`src/rtl/oct_pkg.sv`:
```
package oct_pkg;

    localparam int REG_N   = 8;
    localparam int IDX_W   = 3;
    localparam int ACC_IDX = 7;

    typedef enum logic [1:0] {
        GRP_MISC = 2'b00,
        GRP_MOVE = 2'b01,
        GRP_ALU  = 2'b10,
        GRP_FLOW = 2'b11
    } grp_e;

    typedef enum logic [2:0] {
        ALU_ADD = 3'd0,
        ALU_ADC = 3'd1,
        ALU_SUB = 3'd2,
        ALU_SBC = 3'd3,
        ALU_AND = 3'd4,
        ALU_XOR = 3'd5,
        ALU_OR  = 3'd6,
        ALU_CMP = 3'd7
    } alu_op_e;

    typedef struct packed {
        logic par;
        logic sgn;
        logic zro;
        logic cry;
    } flags_t;

    typedef struct packed {
        logic             is_move;
        logic             is_alu;
        logic             is_unimpl;
        logic [IDX_W-1:0] dst;
        logic [IDX_W-1:0] src;
        alu_op_e          op;
    } dec_t;

    typedef struct packed {
        flags_t flags;
        logic   done;
        logic   unimpl;
    } ctl_t;

endpackage

```
`src/rtl/oct_decode.sv`:
```
module oct_decode
    import oct_pkg::*;
(
    input  logic       valid_i,
    input  logic [7:0] code_i,
    output dec_t       dec_o
);

    grp_e grp;

    always_comb begin
        grp             = grp_e'(code_i[7:6]);
        dec_o.dst       = code_i[5:3];
        dec_o.src       = code_i[2:0];
        dec_o.op        = alu_op_e'(code_i[5:3]);
        dec_o.is_move   = valid_i && (grp == GRP_MOVE);
        dec_o.is_alu    = valid_i && (grp == GRP_ALU);
        dec_o.is_unimpl = valid_i && ((grp == GRP_MISC) || (grp == GRP_FLOW));
    end

endmodule

```
`src/rtl/oct_alu.sv`:
```
module oct_alu
    import oct_pkg::*;
#(
    parameter int DATA_W = 8
) (
    input  logic [DATA_W-1:0] a_i,
    input  logic [DATA_W-1:0] b_i,
    input  logic              cin_i,
    input  alu_op_e           op_i,
    output logic [DATA_W-1:0] res_o,
    output flags_t            flags_o,
    output logic              wr_acc_o
);

    localparam int EXT_W = DATA_W + 1;

    logic [EXT_W-1:0] a_x;
    logic [EXT_W-1:0] b_x;
    logic [EXT_W-1:0] c_x;
    logic [EXT_W-1:0] wide;

    always_comb begin
        a_x = {1'b0, a_i};
        b_x = {1'b0, b_i};
        c_x = {{DATA_W{1'b0}}, cin_i};
        unique case (op_i)
            ALU_ADD: wide = a_x + b_x;
            ALU_ADC: wide = a_x + b_x + c_x;
            ALU_SUB: wide = a_x - b_x;
            ALU_SBC: wide = a_x - b_x - c_x;
            ALU_AND: wide = {1'b0, a_i & b_i};
            ALU_XOR: wide = {1'b0, a_i ^ b_i};
            ALU_OR:  wide = {1'b0, a_i | b_i};
            default: wide = a_x - b_x;
        endcase
        res_o         = wide[DATA_W-1:0];
        flags_o.cry   = wide[DATA_W];
        flags_o.zro   = (wide[DATA_W-1:0] == '0);
        flags_o.sgn   = wide[DATA_W-1];
        flags_o.par   = ~^wide[DATA_W-1:0];
        wr_acc_o      = (op_i != ALU_CMP);
    end

endmodule

```
`src/rtl/oct_regfile.sv`:
```
module oct_regfile #(
    parameter int DATA_W  = 8,
    parameter int REG_N   = 8,
    parameter int ACC_IDX = 7,
    localparam int IDX_W  = $clog2(REG_N)
) (
    input  logic              clk_i,
    input  logic              rst_ni,
    input  logic              we_i,
    input  logic [IDX_W-1:0]  wa_i,
    input  logic [DATA_W-1:0] wd_i,
    input  logic [IDX_W-1:0]  ra_i,
    input  logic [IDX_W-1:0]  rb_i,
    output logic [DATA_W-1:0] ra_data_o,
    output logic [DATA_W-1:0] rb_data_o,
    output logic [DATA_W-1:0] acc_o
);

    logic [DATA_W-1:0] regs_d [REG_N];
    logic [DATA_W-1:0] regs_q [REG_N];

    for (genvar g = 0; g < REG_N; g++) begin : g_reg
        always_comb begin
            regs_d[g] = regs_q[g];
            if (we_i && (wa_i == IDX_W'(g))) begin
                regs_d[g] = wd_i;
            end
        end

        always_ff @(posedge clk_i or negedge rst_ni) begin
            if (!rst_ni) begin
                regs_q[g] <= '0;
            end else begin
                regs_q[g] <= regs_d[g];
            end
        end
    end

    always_comb begin
        ra_data_o = regs_q[ra_i];
        rb_data_o = regs_q[rb_i];
        acc_o     = regs_q[ACC_IDX];
    end

endmodule

```
`src/rtl/oct_alu_unit.sv`:
```
module oct_alu_unit
    import oct_pkg::*;
#(
    parameter int DATA_W = 8
) (
    input  logic              clk_i,
    input  logic              rst_ni,
    input  logic              op_valid_i,
    input  logic [7:0]        op_code_i,
    input  logic              ext_we_i,
    input  logic [2:0]        ext_sel_i,
    input  logic [DATA_W-1:0] ext_data_i,
    input  logic [2:0]        rd_sel_i,
    output logic              done_o,
    output logic              unimpl_o,
    output logic [3:0]        flags_o,
    output logic [DATA_W-1:0] acc_o,
    output logic [DATA_W-1:0] rd_data_o
);

    dec_t              dec;
    ctl_t              ctl_d;
    ctl_t              ctl_q;
    logic              rf_we;
    logic [IDX_W-1:0]  rf_wa;
    logic [DATA_W-1:0] rf_wd;
    logic [DATA_W-1:0] src_data;
    logic [DATA_W-1:0] acc_data;
    logic [DATA_W-1:0] alu_res;
    flags_t            alu_flags;
    logic              alu_wr_acc;

    oct_decode u_dec (
        .valid_i (op_valid_i),
        .code_i  (op_code_i),
        .dec_o   (dec)
    );

    oct_regfile #(
        .DATA_W  (DATA_W),
        .REG_N   (REG_N),
        .ACC_IDX (ACC_IDX)
    ) u_rf (
        .clk_i     (clk_i),
        .rst_ni    (rst_ni),
        .we_i      (rf_we),
        .wa_i      (rf_wa),
        .wd_i      (rf_wd),
        .ra_i      (dec.src),
        .rb_i      (rd_sel_i),
        .ra_data_o (src_data),
        .rb_data_o (rd_data_o),
        .acc_o     (acc_data)
    );

    oct_alu #(
        .DATA_W (DATA_W)
    ) u_alu (
        .a_i      (acc_data),
        .b_i      (src_data),
        .cin_i    (ctl_q.flags.cry),
        .op_i     (dec.op),
        .res_o    (alu_res),
        .flags_o  (alu_flags),
        .wr_acc_o (alu_wr_acc)
    );

    always_comb begin
        ctl_d        = ctl_q;
        ctl_d.done   = 1'b0;
        ctl_d.unimpl = 1'b0;
        rf_we        = 1'b0;
        rf_wa        = ext_sel_i;
        rf_wd        = ext_data_i;
        if (op_valid_i) begin
            if (dec.is_move) begin
                rf_we      = 1'b1;
                rf_wa      = dec.dst;
                rf_wd      = src_data;
                ctl_d.done = 1'b1;
            end else if (dec.is_alu) begin
                rf_we       = alu_wr_acc;
                rf_wa       = IDX_W'(ACC_IDX);
                rf_wd       = alu_res;
                ctl_d.flags = alu_flags;
                ctl_d.done  = 1'b1;
            end else if (dec.is_unimpl) begin
                ctl_d.unimpl = 1'b1;
            end
        end else if (ext_we_i) begin
            rf_we = 1'b1;
        end
    end

    always_ff @(posedge clk_i or negedge rst_ni) begin
        if (!rst_ni) begin
            ctl_q <= '0;
        end else begin
            ctl_q <= ctl_d;
        end
    end

    assign done_o   = ctl_q.done;
    assign unimpl_o = ctl_q.unimpl;
    assign flags_o  = ctl_q.flags;
    assign acc_o    = acc_data;

endmodule

```
`config.mk`:
```
export PLATFORM = sky130hd
export DESIGN_NAME = oct_alu_unit
export DESIGN_NICKNAME = d
export VERILOG_FILES = /design/src/rtl/oct_pkg.sv /design/src/rtl/oct_decode.sv /design/src/rtl/oct_alu.sv /design/src/rtl/oct_regfile.sv /design/src/rtl/oct_alu_unit.sv
export SDC_FILE = /design/constraint.sdc
export NUM_CORES = 1
export LEC_CHECK = 0
export BUFFER_PORTS_ARGS = -buffer_cell sky130_fd_sc_hd__buf_2
export CORE_MARGIN = 2
export CORE_UTILIZATION = 30
export DETAILED_ROUTE_END_ITERATION = 10
export GPL_TIMING_DRIVEN = 0
export PLACE_DENSITY = 0.46
export SLEW_MARGIN = 40
export SYNTH_ARGS = -nofsm -noshare
export SYNTH_HDL_FRONTEND = slang
export SYNTH_SLANG_ARGS = --single-unit
```
`constraint.sdc`:
```
create_clock -name clk_i -period 5.3 [get_ports clk_i]
set_clock_uncertainty 0.05 [all_clocks]
set_input_delay 1.06 -clock clk_i [delete_from_list [all_inputs] [get_ports clk_i]]
set_output_delay 1.06 -clock clk_i [all_outputs]
set_load 0.02 [all_outputs]
```
==> impl_results.md <==
* Relative slew margins at 51.1%
* Clock slew at reported path FFs at roughly 0.06 ns
* Ys flop type: dfrtp_1
* Yosys cell types at 68
* R2r worst-path depth at 16
* Crit end category: register
* Met2 Wirelength at 9.04 mm
* Layout Area Growth over Synthesis at 18.6%
* Post-DP Area at between 6000 and 7000 um2
* Max_cap viols at 0
* Final setup vio count at 0
* Top sig layer: met4
* Finished layout cell area at 6910 um2
* CP required at 5.45 ns
* Ys async rst share at between 90% and 100%
* Post-synth top cells: dfrtp_1, mux2_2, inv_1
* CP cell instances: buf_12, buf_12, mux4_2, mux2i_4, inv_2, ha_4, fa_2, a211o_1, a211o_1, a211oi_2, nand4_2, a211o_1, and4_4, o31ai_4, ha_4, xnor2_2, xnor2_1, o21ai_1
* Clk_lat worst skew at 0.34 ns
* GRT Overall Usage at 17.4%
* Cell accounting for the most synthesized area: dfrtp_1
* Cts bufs inserted at 9
* Site Rows at 50
* Finished Core Util at 36.6%
* Start point of the critical path: op_code_i[0]
* Family with the most delay on the worst path: compound AO/OA/AOI/OAI gates
* Post-route setup TNS at 0 ns
* Post-DP HPWL at 13.7 mm
* Vert. Die Dim at 143 um
* Clock sink total at 70
* Die X at 143 um
* Die area at 20600 um2
* Worst-margin pin slew at 0.733 ns
* Core ar. at 18900 um2
* CTS root buf: clkbuf_16
* Cells after Synth at approximately 570
* Worst setup margin at between 0.08 and 0.09 ns
* Max Clock Freq at 192 MHz
* Vias in the first global route at 4926
* PD cells at 612 nW/um2
* Worst Hold End: flags_o[1]$_DFFE_PN0P_
* Min-delay src: flags_o[1]$_DFFE_PN0P_
* CP max stage cell: mux4_2
* CP max FO at 8
* VDD IR max at 0.249 mV
* Critical Path Max Stage Delay at 0.54 ns
* Post-synth EDFFs at 0
* Cts hold-fix bufs at 0
* Layout cells sized above 1 at around 31%
* Port bufs at 39
* Worst-case clock buffer depth at 2
* Hold Path Depth at 2
* CTS tree: built
* CTS H-tree lvls at 3
* Antenna-violating nets left at 0
* # diodes at 0
* Nets at between 700 and 800
* Vias at 4832
* Seq/Total Area, Yosys at 30.1%
* Tightest Hold Check Type: reg2reg
* Fin. max-slew vios at 0
* Top-count cell post-synth: dfrtp_1
* Startpoint Class: primary input
* Status: complete, no violations
* Top cell by count, worst path: a211o_1
* Arrival @ worst endpoint at 5.37 ns
* Reg2Reg Capture Point: flags_o[3]$_DFFE_PN0P_
* Crit path kind: in2reg
* #FFs+latches synth at 70
* First-pass DRT Iterations at 5
* Min Tclk post-route at ~5.2 ns
* WL/cell at 19.3 um
* Leakage at 0.00291 uW
* Yosys warns at 0
* Synth top area cells: dfrtp_1, mux4_2, mux2_2, ha_1, a21oi_1
* Cell Area, Synth at 5830 um2
* Place WS at -0.909 ns
* Fin. Hold Viols at 0
* Fin crit share at 98.4%
* Global route overflow at 0
* Mapped Nets at between 600 and 700
* DRC at 0
* Avg Synthesized Cell Area at approximately 10 um2
* Routed WL at between 15 and 20 mm
* Post-synth top area share at 30.1%
* WL met1 at 7.52 mm
* R2r startpoint: u_rf.acc_o[0]$_DFFE_PN0P_
* Placer Congestion at approximately 0.86
* Initial DRC Count at 306
* Vias/cell at 5.34
* Metal3 WL at 551 um
* Total power at 4230 uW
* Global-route wire length before repair at 27.4 mm
* Boundary Pins at 48
* Antenna violations before repair at 0
* R2R Setup Slk at 0.61 ns
* Initial Util at 30.8%
* Largest net degree at the start of global routing at 56
* Worst Path Buf+Inv at 3
==> tightest hold or removal path: stages, from the launching register on <==
cell,delay (ns)
dfrtp_1,0.34
nand2_1,0.04
o21ai_0,0.06
==> per-layer routing <==
metal / up-vias / track usage, %
li1: 2255 / -
met5: - / 0
met4: 0 / 6.14
met3: 30 / 1.87
met2: 150 / 31.2
met1: 2397 / 21.7
==> kinds of logic (layout without fill, tap and decap cells) <==
kind of cell	after synthesis	count (layout)	synth area share, %
buf+inv	85	156	6.38
simple gates	126	126	10.7
flops	70	70	30.1
mux	100	100	25.5
xor+xnor	24	24	3.61
fa+ha+maj	37	37	8.16
compound gates	132	132	15.6
==> cell type report <==
class | count | area (um2)
Clock buffer | 12 | 246
Inverter | 41 | 154
Buffer | 44 | 264
Tap cell | 260 | 325
Fill cell | 1963 | 12000
Timing Repair Buffer | 55 | 359
Clock inverter | 4 | 22.5
Sequential cell | 70 | 1750
Multi-Input combinational cell | 419 | 3790
==> placed cells by master (no fill, tap or decap), drive strengths merged, types with 3 or more instances in the layout <==
master	n
or3	4
clkinv	4
a221oi	3
mux2i	11
nand4	5
a211oi	6
o21ai	20
nand2	36
dfrtp	70
o221a	3
inv	40
nor2b	8
buf	75
and3	8
o21a	9
nor2	29
xnor2	16
a2111oi	3
o31ai	5
clkbuf	35
o22ai	8
a211o	5
xor2	8
ha	34
mux2	56
nor3	10
a31oi	5
and2	4
o211ai	9
mux4	33
nor3b	3
a21oi	37
nand3	11
==> per-stage QoR <==
stage	hold slack (ns)	instances
floorplan	0.407	574
global placement	0.423	873
detailed placement	0.423	874
finish	0.433	905
global route	0.468	905
CTS	0.435	893
==> worst max-delay path by stage <==
stage                             end  slack, ns  cells past startpoint
6_report       flags_o[3]$_DFFE_PN0P_       0.08                     18
5_1_grt        flags_o[3]$_DFFE_PN0P_      -0.04                     18
4_1_cts        flags_o[3]$_DFFE_PN0P_       0.02                     18
3_5_place_dp   flags_o[3]$_DFFE_PN0P_      -0.91                     18
3_3_place_gp   flags_o[3]$_DFFE_PN0P_      -0.88                     18
2_1_floorplan  flags_o[3]$_DFFE_PN0P_       0.05                     18
==> registers in the layout, summed over array words and instances, names as in the netlist <==
signal and count:
u_rf.regs_q 56, u_rf.acc_o 8, flags_o 4, done_o 1, unimpl_o 1
==> where the power goes <==
| group | total [uW] | switching [uW] | internal, uW | leakage (uW) |
|---|---|---|---|---|
| combinational | 2750 | 1480 | 1270 | 0.00194 |
| sequential | 934 | 194 | 740 | 0.000835 |
| clock | 546 | 219 | 327 | 0.000132 |
==> what timing repair did <==
item                                    4_1_cts  5_1_grt
hold endpoints to repair                      0        0
gates cloned                                  0        1
buffers inserted                              3       11
resized for setup                             8       18
pin swaps                                     3        9
endpoints found under the setup margin       11        2
Power figures use the tool's default switching activity.
